--- src/rtl/spi_cmd_guard_pkg.sv ---
package spi_cmd_guard_pkg;

    typedef enum logic [1:0] {
        SPD_SINGLE = 2'd0,
        SPD_DUAL   = 2'd1,
        SPD_QUAD   = 2'd2,
        SPD_RSVD   = 2'd3
    } speed_e;

    typedef enum logic [1:0] {
        DIR_DUMMY = 2'd0,
        DIR_RX    = 2'd1,
        DIR_TX    = 2'd2,
        DIR_BOTH  = 2'd3
    } dir_e;

    localparam int ERR_N     = 6;
    localparam int ERR_BUSY  = 0;
    localparam int ERR_OVF   = 1;
    localparam int ERR_UDF   = 2;
    localparam int ERR_CMD   = 3;
    localparam int ERR_CSID  = 4;
    localparam int ERR_ACC   = 5;

    localparam int EDGE_N    = 4;
    localparam int EVT_N     = EDGE_N + 2;
    localparam int EVT_TXWM  = 4;
    localparam int EVT_RXWM  = 5;

endpackage

--- src/rtl/spi_cmd_guard_check.sv ---
module spi_cmd_guard_check
    import spi_cmd_guard_pkg::*;
#(
    parameter int NUM_CS = 4,
    parameter int CSID_W = 8
) (
    input  logic [1:0]        speed_i,
    input  logic [1:0]        dir_i,
    input  logic [CSID_W-1:0] csid_i,
    output logic              bad_cmd_o,
    output logic              bad_csid_o
);
    localparam logic [CSID_W:0] CS_LIMIT = (CSID_W+1)'(NUM_CS);

    always_comb begin
        bad_cmd_o  = (speed_i == SPD_RSVD) ||
                     ((dir_i == DIR_BOTH) && (speed_i != SPD_SINGLE));
        bad_csid_o = ({1'b0, csid_i} >= CS_LIMIT);
    end
endmodule

--- src/rtl/spi_cmd_guard_events.sv ---
module spi_cmd_guard_events
    import spi_cmd_guard_pkg::*;
#(
    parameter int LVL_W = 8
) (
    input  logic              clk_i,
    input  logic              rst_ni,
    input  logic              active_i,
    input  logic              ready_i,
    input  logic              tx_empty_i,
    input  logic              rx_full_i,
    input  logic [LVL_W-1:0]  tx_level_i,
    input  logic [LVL_W-1:0]  rx_level_i,
    input  logic              evt_en_wr_i,
    input  logic [EVT_N-1:0]  evt_en_wdata_i,
    input  logic              wm_wr_i,
    input  logic [LVL_W-1:0]  tx_wm_wdata_i,
    input  logic [LVL_W-1:0]  rx_wm_wdata_i,
    input  logic              evt_ack_i,
    input  logic [EDGE_N-1:0] evt_ack_mask_i,
    output logic [EDGE_N-1:0] edge_pend_o,
    output logic              evt_irq_o
);
    localparam logic [LVL_W-1:0] RX_WM_RST = LVL_W'(127);

    typedef struct packed {
        logic [EVT_N-1:0]  en;
        logic [LVL_W-1:0]  tx_wm;
        logic [LVL_W-1:0]  rx_wm;
        logic [EDGE_N-1:0] seen;
        logic [EDGE_N-1:0] pend;
    } evt_state_t;

    evt_state_t state_d, state_q;
    logic [EDGE_N-1:0] cur, rise, ack;
    logic tx_low, rx_high;

    always_comb begin
        cur     = {rx_full_i, tx_empty_i, ready_i, ~active_i};
        rise    = cur & ~state_q.seen & state_q.en[EDGE_N-1:0];
        ack     = evt_ack_i ? evt_ack_mask_i : '0;
        state_d = state_q;
        state_d.seen = cur;
        state_d.pend = (state_q.pend & ~ack) | rise;
        if (evt_en_wr_i) state_d.en = evt_en_wdata_i;
        if (wm_wr_i) begin
            state_d.tx_wm = tx_wm_wdata_i;
            state_d.rx_wm = rx_wm_wdata_i;
        end
    end

    always_ff @(posedge clk_i or negedge rst_ni) begin
        if (!rst_ni) begin
            state_q       <= '0;
            state_q.rx_wm <= RX_WM_RST;
        end else begin
            state_q <= state_d;
        end
    end

    always_comb begin
        tx_low      = state_q.en[EVT_TXWM] && (tx_level_i < state_q.tx_wm);
        rx_high     = state_q.en[EVT_RXWM] && (rx_level_i > state_q.rx_wm);
        edge_pend_o = state_q.pend;
        evt_irq_o   = (|state_q.pend) | tx_low | rx_high;
    end
endmodule

--- src/rtl/spi_cmd_guard.sv ---
module spi_cmd_guard
    import spi_cmd_guard_pkg::*;
#(
    parameter int NUM_CS = 4,
    parameter int CSID_W = 8,
    parameter int LEN_W  = 9,
    parameter int LVL_W  = 8
) (
    input  logic              clk_i,
    input  logic              rst_ni,
    input  logic              cmd_wr_i,
    input  logic [LEN_W-1:0]  cmd_len_i,
    input  logic              cmd_keep_cs_i,
    input  logic [1:0]        cmd_speed_i,
    input  logic [1:0]        cmd_dir_i,
    input  logic [CSID_W-1:0] csid_i,
    input  logic              ready_i,
    input  logic              active_i,
    input  logic              tx_overflow_i,
    input  logic              rx_underflow_i,
    input  logic              access_inval_i,
    input  logic              err_clr_i,
    input  logic [5:0]        err_clr_mask_i,
    input  logic              err_en_wr_i,
    input  logic [4:0]        err_en_wdata_i,
    input  logic [LVL_W-1:0]  tx_level_i,
    input  logic [LVL_W-1:0]  rx_level_i,
    input  logic              tx_empty_i,
    input  logic              rx_full_i,
    input  logic              evt_en_wr_i,
    input  logic [5:0]        evt_en_wdata_i,
    input  logic              wm_wr_i,
    input  logic [LVL_W-1:0]  tx_wm_wdata_i,
    input  logic [LVL_W-1:0]  rx_wm_wdata_i,
    input  logic              evt_ack_i,
    input  logic [3:0]        evt_ack_mask_i,
    output logic              q_push_o,
    output logic [LEN_W-1:0]  q_len_o,
    output logic              q_keep_cs_o,
    output logic [1:0]        q_speed_o,
    output logic [1:0]        q_dir_o,
    output logic [CSID_W-1:0] q_csid_o,
    output logic [5:0]        err_status_o,
    output logic              err_irq_o,
    output logic [3:0]        edge_pend_o,
    output logic              evt_irq_o
);
    localparam int EN_N = ERR_N - 1;

    typedef struct packed {
        logic [ERR_N-1:0]  status;
        logic [EN_N-1:0]   en;
        logic              push;
        logic [LEN_W-1:0]  len;
        logic              keep_cs;
        logic [1:0]        speed;
        logic [1:0]        dir;
        logic [CSID_W-1:0] csid;
    } guard_state_t;

    guard_state_t state_d, state_q;
    logic bad_cmd, bad_csid;
    logic [ERR_N-1:0] set_v, clr_v;

    spi_cmd_guard_check #(
        .NUM_CS (NUM_CS),
        .CSID_W (CSID_W)
    ) u_check (
        .speed_i    (cmd_speed_i),
        .dir_i      (cmd_dir_i),
        .csid_i     (csid_i),
        .bad_cmd_o  (bad_cmd),
        .bad_csid_o (bad_csid)
    );

    always_comb begin
        state_d      = state_q;
        state_d.push = 1'b0;
        set_v        = '0;
        if (cmd_wr_i && (state_q.status == '0)) begin
            if (!ready_i) begin
                set_v[ERR_BUSY] = 1'b1;
            end else begin
                set_v[ERR_CMD]  = bad_cmd;
                set_v[ERR_CSID] = bad_csid;
                if (!bad_cmd && !bad_csid) begin
                    state_d.push    = 1'b1;
                    state_d.len     = cmd_len_i;
                    state_d.keep_cs = cmd_keep_cs_i;
                    state_d.speed   = cmd_speed_i;
                    state_d.dir     = cmd_dir_i;
                    state_d.csid    = csid_i;
                end
            end
        end
        set_v[ERR_OVF] = tx_overflow_i;
        set_v[ERR_UDF] = rx_underflow_i;
        set_v[ERR_ACC] = access_inval_i;
        clr_v          = err_clr_i ? err_clr_mask_i : '0;
        state_d.status = (state_q.status & ~clr_v) | set_v;
        if (err_en_wr_i) state_d.en = err_en_wdata_i;
    end

    always_ff @(posedge clk_i or negedge rst_ni) begin
        if (!rst_ni) begin
            state_q    <= '0;
            state_q.en <= '1;
        end else begin
            state_q <= state_d;
        end
    end

    spi_cmd_guard_events #(
        .LVL_W (LVL_W)
    ) u_events (
        .clk_i          (clk_i),
        .rst_ni         (rst_ni),
        .active_i       (active_i),
        .ready_i        (ready_i),
        .tx_empty_i     (tx_empty_i),
        .rx_full_i      (rx_full_i),
        .tx_level_i     (tx_level_i),
        .rx_level_i     (rx_level_i),
        .evt_en_wr_i    (evt_en_wr_i),
        .evt_en_wdata_i (evt_en_wdata_i),
        .wm_wr_i        (wm_wr_i),
        .tx_wm_wdata_i  (tx_wm_wdata_i),
        .rx_wm_wdata_i  (rx_wm_wdata_i),
        .evt_ack_i      (evt_ack_i),
        .evt_ack_mask_i (evt_ack_mask_i),
        .edge_pend_o    (edge_pend_o),
        .evt_irq_o      (evt_irq_o)
    );

    always_comb begin
        q_push_o     = state_q.push;
        q_len_o      = state_q.len;
        q_keep_cs_o  = state_q.keep_cs;
        q_speed_o    = state_q.speed;
        q_dir_o      = state_q.dir;
        q_csid_o     = state_q.csid;
        err_status_o = state_q.status;
        err_irq_o    = (|(state_q.status[EN_N-1:0] & state_q.en)) | state_q.status[ERR_ACC];
    end
endmodule

--- config.mk ---
export PLATFORM = sky130hd
export DESIGN_NAME = spi_cmd_guard
export DESIGN_NICKNAME = d
export VERILOG_FILES = /design/src/rtl/spi_cmd_guard_pkg.sv /design/src/rtl/spi_cmd_guard_check.sv /design/src/rtl/spi_cmd_guard_events.sv /design/src/rtl/spi_cmd_guard.sv
export SDC_FILE = /design/constraint.sdc
export NUM_CORES = 1
export LEC_CHECK = 0
export BUFFER_PORTS_ARGS = -buffer_cell sky130_fd_sc_hd__buf_2
export CAP_MARGIN = 20
export CORE_ASPECT_RATIO = 2
export CORE_UTILIZATION = 44
export DETAILED_ROUTE_END_ITERATION = 6
export GPL_TIMING_DRIVEN = 0
export PLACE_DENSITY = 0.77
export SETUP_SLACK_MARGIN = 0.2
export SLEW_MARGIN = 20
export SYNTH_ARGS = -nofsm -noshare
export SYNTH_HDL_FRONTEND = slang
export SYNTH_SLANG_ARGS = --single-unit
--- constraint.sdc ---
create_clock -name clk_i -period 1.9 [get_ports clk_i]
set_input_delay 0.285 -clock clk_i [delete_from_list [all_inputs] [get_ports clk_i]]
set_output_delay 0.285 -clock clk_i [all_outputs]
set_load 0.02 [all_outputs]
-- After elaboration in Yosys (flattened, before gate mapping)
Index checks and enable logic that the tools add are counted.
- register bits: 64
- input port bits: 90
- output and inout bits: 35
- word-level logic and storage cells: 54
- $lt $le $gt $ge: 3
- equal/unequal tests: 2
- muxes and demuxes: 9
- bitwise gates (word level): 14
- reductions and logical operators: 13
- operators by type and width (kind ; count):
    two-way mux 23 bit ; 3
    AND 4 bit ; 3
    >= comparator 8 x 3 -> 1 bit, second input constant ; 1
    greater-than comparator 8 bit ; 1
    less-than comparator 8 bit ; 1
    inverter 4 bit ; 2
    AND 6 bit ; 1
    zero test 6 bit ; 1
    two-way mux 6 bit ; 1
    inverter 6 bit ; 1
    OR 6 bit ; 1
    AND 5 bit ; 1
    logical AND 1 bit ; 5
    OR reduction 5 bit ; 1
    == test 2 bit, second input constant ; 2
    two-way mux 2 bit ; 2
    two-way mux 4 bit ; 1
    OR 4 bit ; 1
    OR reduction 4 bit ; 1
    OR 1 bit ; 3
    AND reduction 3 bit ; 1
    zero test 1 bit ; 2
    two-way mux 1 bit ; 2
    nonzero test 2 bit ; 1
    other kinds (2) ; 2

-- Logic depth before layout (Yosys ltp)
- depth in word-level cells: 8
- depth in mapped cells: 6
- mapped depth without buffers: 6

-- Hierarchy
Synthesis repeated with hierarchy kept, for this count alone.
- cell total of the unflattened synthesis: 263
- area, all modules: 3138.0 µm²
- by module, submodules not included (module ; times used ; cells each ; area an instance (µm²) ; sequential area each (µm²)):
    spi_cmd_guard ; 1 ; 114 ; 1635.3 ; 857.1
    spi_cmd_guard_events ; 1 ; 143 ; 1473.9 ; 759.5
    spi_cmd_guard_check ; 1 ; 6 ; 28.8 ; 0.0

-- Least setup slack after synthesis
Ideal clock, no wire load.
- path kind: reg2out
- from: reg u_events.state_q[11] in the netlist's numbering
- to: out evt_irq_o
- arrival time: 1.687 ns
- required time: 1.615 ns
- setup slack: -0.072 ns
- stages on the path, launching flop included: 7
- path buffers: 0
- cells stage by stage: dfstp_2 > inv_1 > ha_1 > nand4_1 > o21ai_0 > a21oi_1 > or4_1
- word-level cells in the longest chain between the ends: 3
- RTL lines (what ; RTL line ; source):
    from (decl) ; spi_cmd_guard_events.sv:34 ; evt_state_t state_d, state_q;
    from (signal assigned) ; spi_cmd_guard_events.sv:57 ; state_q <= state_d;
    greater-than comparator 8 bit ; spi_cmd_guard_events.sv:63 ; rx_high = state_q.en[EVT_RXWM] && (rx_level_i > state_q.rx_wm);
    logical AND 1 bit ; spi_cmd_guard_events.sv:63 ;
    OR 1 bit ; spi_cmd_guard_events.sv:65 ; evt_irq_o = (|state_q.pend) | tx_low | rx_high;
    to (decl) ; spi_cmd_guard.sv:46 ; output logic evt_irq_o
Every way passes these cells.

-- Worst setup path after layout
Ends and elaborated chain as after synthesis.

==> impl_metrics.ini <==
[outcome]
outcome = finished with violations
failing_checks = setup timing

[hold_path]
min_path_type = in -> async

[floorplanning]
row_count = 42
initial_utilization_pct = 46.0
die_y_um = 120
floorplan.io_pins = 125
die-width_um = 61.1
dieArea_um2 = 7340
core_footprint_um2 = 6670

[drt]
remaining_drc_errors = 0
drt_wl_total_mm = 6.81
final_antenna_net_count = 0
drt_pre_antenna_iters = 4
routed_wire_length_per_instance_um = 13.7
drt-vias-per-instance = 4.70
via_count = 2334
drtIter0Drc = 83

[setup_path]
critical_path_required_ps = 1620
slowest_delay_ps = 520
cp_max_fo = 3
cp-start-kind = flip-flop
endpoint_kind = output pin
timing.critical_path.cells = inv_2 -> ha_4 -> nand4_1 -> o21ai_1 -> a21oi_1 -> or4_4 -> buf_6
worst_path_arrival_time_ps = 2090
timing.setup.critical_path_class = reg -> out
critPathSlowestCell = dfstp_2

[pwr]
sw_frac_of_total_pct = 22.3
p_per_area_nw_per_um2 = 848
cell_internal_pwr_uw = 2820
switchingPower_uw = 811
p_comb_share_pct = 12.0
clkPwrFrac_pct = 46.7
irDropWorstVdd_v = 0.000543
power.share.sequential_pct = 41.3
power_leakage_uw = 0.00226

[clock_tree]
cts_htree_levels = 3
tritoncts.num_buffers = 9
cts_num_sinks = 64
clk_transition_reported_paths_ps = 50
tritoncts_clock_tree = built
clkLatencyLatePin_ps = 330
cts.path.max_buffers = 2
ctsRootBufferMaster = clkbuf_16
ctsHoldBuffers = 0

[global_route]
grt-ovfl-total = 0
first_global_vias = 2372
grtUsageTotal_pct = 20.0
number_of_antenna_violations_at_the_first_check_in_global_routing = 0
grt_max_degree = 65
grt_first_pass_wirelength_mm = 10.4

[placed_design]
placer_congestion = 0.732
place.port_buffers = 122
dp_worst_slack_ps = -230
dp_wirelength_mm = 5.09

[sta]
grt_setup_unrepaired = true
timing.slew.headroom_pct = 46.5
setup_violations = 1
hold_viol = 0
finalWorstSetupSlack_ps = -473
timing.final.max_slew_violations = 0
fin_worst_hold_slack_ps = 47.6
crit_path_time_final_ps = 2370
timing.final.crit_share_pct = 125
worst-slew-pin-transition_ps = 803
clock-skew-final_ps = 7.65
achievable-frequency_mhz = 421

[final_layout]
areaGrowthSynthToFinish_pct = 39.6
antennaDiodeCount = 0
area.sequential_um2 = 1620
finish.net_count = 509
fillers = 536
share_of_final_layout_standard_cells_stronger_than_drive_strength_1_pct = 57.5
post-route-util_pct = 64.2
multi_input_comb_area_um2 = 1220

[yosys]
synth_top_cell_area_share_pct = 42.4
synth.distinct_cells = 36
ys.warnings.count = 0
synthesis.nets = 368
ys_ff_latch = 64
synth.largest_area_cell = dfrtp_1
syn-instance-count = 263
syn-mean-instance-area_um2 = 11.7
syn_area_um2 = 3070
ys_top_cells_by_area = dfrtp_1 42%, dfstp_2 10%, buf_4 7.6%
synth.yosys.seq_area_share_pct = 52.6

[run]
cap_violations = 0
path summary, 6_finish.rpt:
check                                startpoint                 endpoint  slack [ps]  cells past startpoint
min in group clk_i                    rx_full_i      u_events.state_q[7]          80                      1
min reg2reg                 u_events.state_q[5]  u_events.edge_pend_o[1]         430                      1
max in group asynchronous                rst_ni          err_status_o[5]        1260                      1
min                                      rst_ni      u_events.state_q[6]          50                      1
max                        u_events.state_q[11]                evt_irq_o        -470                      7
max reg2reg                     err_status_o[5]               q_len_o[5]          80                      5
Yosys cell counts:
| cell | count |
|---|---|
| dfrtp_1 | 52 |
| nand2_1 | 33 |
| buf_4 | 31 |
| o21ai_0 | 20 |
| mux2_2 | 18 |
| inv_1 | 17 |
| ha_1 | 15 |
| dfstp_2 | 12 |
| mux2_4 | 10 |
| nor2b_1 | 7 |
| a21oi_1 | 6 |
| a21o_1 | 4 |
| clkbuf_1 | 4 |
| a22o_1 | 3 |
| nor2_1 | 3 |
| a22oi_1 | 2 |
| buf_6 | 2 |
| nand3_1 | 2 |
| nand4_1 | 2 |
| nor3_1 | 2 |
| o211ai_1 | 2 |
| or4_1 | 2 |
| a211oi_1 | 1 |
| a21o_2 | 1 |
| a221oi_1 | 1 |
| a31oi_1 | 1 |
| and3_2 | 1 |
| nand2b_1 | 1 |
| nand3_2 | 1 |
| nor3_4 | 1 |
| nor3b_1 | 1 |
| nor4_1 | 1 |
| nor4b_4 | 1 |
| o2111a_1 | 1 |
| o2bb2ai_1 | 1 |
| or3b_2 | 1 |
power groups by stage:
stage          registers, uW  logic, uW  clock network, uW
2_1_floorplan           1510        231                  0
3_5_place_dp            1520        415                  0
4_1_cts                 1500        435               1740
3_3_place_gp            1520        404                  0
6_report                1500        437               1700
5_1_grt                 1510        497               1800
timing repair:
action / in CTS / in global routing
resized for setup: 17 / 9
pin swaps: 4 / 5
cloned: 1 / 0
setup endpoints to repair: 17 / 23
buffers inserted: 6 / 1
cell families (layout without fill, tap and decap cells):
group           Yosys count  count (layout)  synth area share, %
compound gates           43              43                 8.72
fa+ha+maj                15              15                 6.11
buf+inv                  54             200                 10.9
flops                    64              64                 52.6
mux                      28              28                 11.5
simple gates             59              59                 10.2
per-layer routing:
layer / vias up / wire [um] / GRT usage [%]
li1: 1145 / - / -
met1: 1079 / 2560 / 19.4
met2: 94 / 3700 / 34.3
met3: 16 / 383 / 7.33
met4: 0 / 173 / 11.5
met5: - / 0 / 0
through the flow:
| step | instances | TNS (ps) | instance area, um^2 | total power (uW) |
|---|---|---|---|---|
| floorplan | 263 | -13.0 | 3090 | 1740 |
| global placement | 473 | -423 | 3810 | 1920 |
| detailed placement | 473 | -580 | 3810 | 1940 |
| CTS | 496 | -508 | 4240 | 3680 |
| global route | 497 | -556 | 4290 | 3810 |
| finish | 497 | -473 | 4290 | 3630 |
cell usage in the layout (no fill, tap or decap), types with 5 or more instances in the layout:
master	count
dfstp_2	12
o21ai_0	18
clkbuf_1	7
mux2_2	12
clkbuf_16	9
ha_1	11
nand2_1	33
mux2_4	16
dfrtp_1	51
a21oi_1	5
buf_2	120
buf_4	35
buf_6	8
nor2b_1	5
inv_1	14
cell type report:
class | instances | share of cell area [%]
flip-flops and latches | 64 | 37.7
multi-input cells | 145 | 28.5
repair buffers | 130 | 16.3
plain buffers | 37 | 6.30
clock buffers | 12 | 5.52
well taps | 88 | 2.57
clock inverters | 4 | 1.63
inverters | 17 | 1.49
state kept, by name (all words and copies together), names as in the netlist:
| register | count |
|---|---|
| q_csid_o | 8 |
| q_dir_o | 2 |
| q_len_o | 9 |
| q_push_o | 1 |
| u_events.state_q | 26 |
| q_keep_cs_o | 1 |
| state_q | 5 |
| err_status_o | 6 |
| q_speed_o | 2 |
| u_events.edge_pend_o | 4 |
critical path: cells and delay by family, from the launching register on:
| kind | cells | cell delay, ps |
|---|---|---|
| AND/OR/NAND/NOR | 2 | 590 |
| buffers and inverters | 2 | 200 |
| flip-flops | 1 | 520 |
| adder cells (fa/ha/maj) | 1 | 260 |
| AO/OA/AOI/OAI | 2 | 200 |
(Power assumes the default switching activity.)
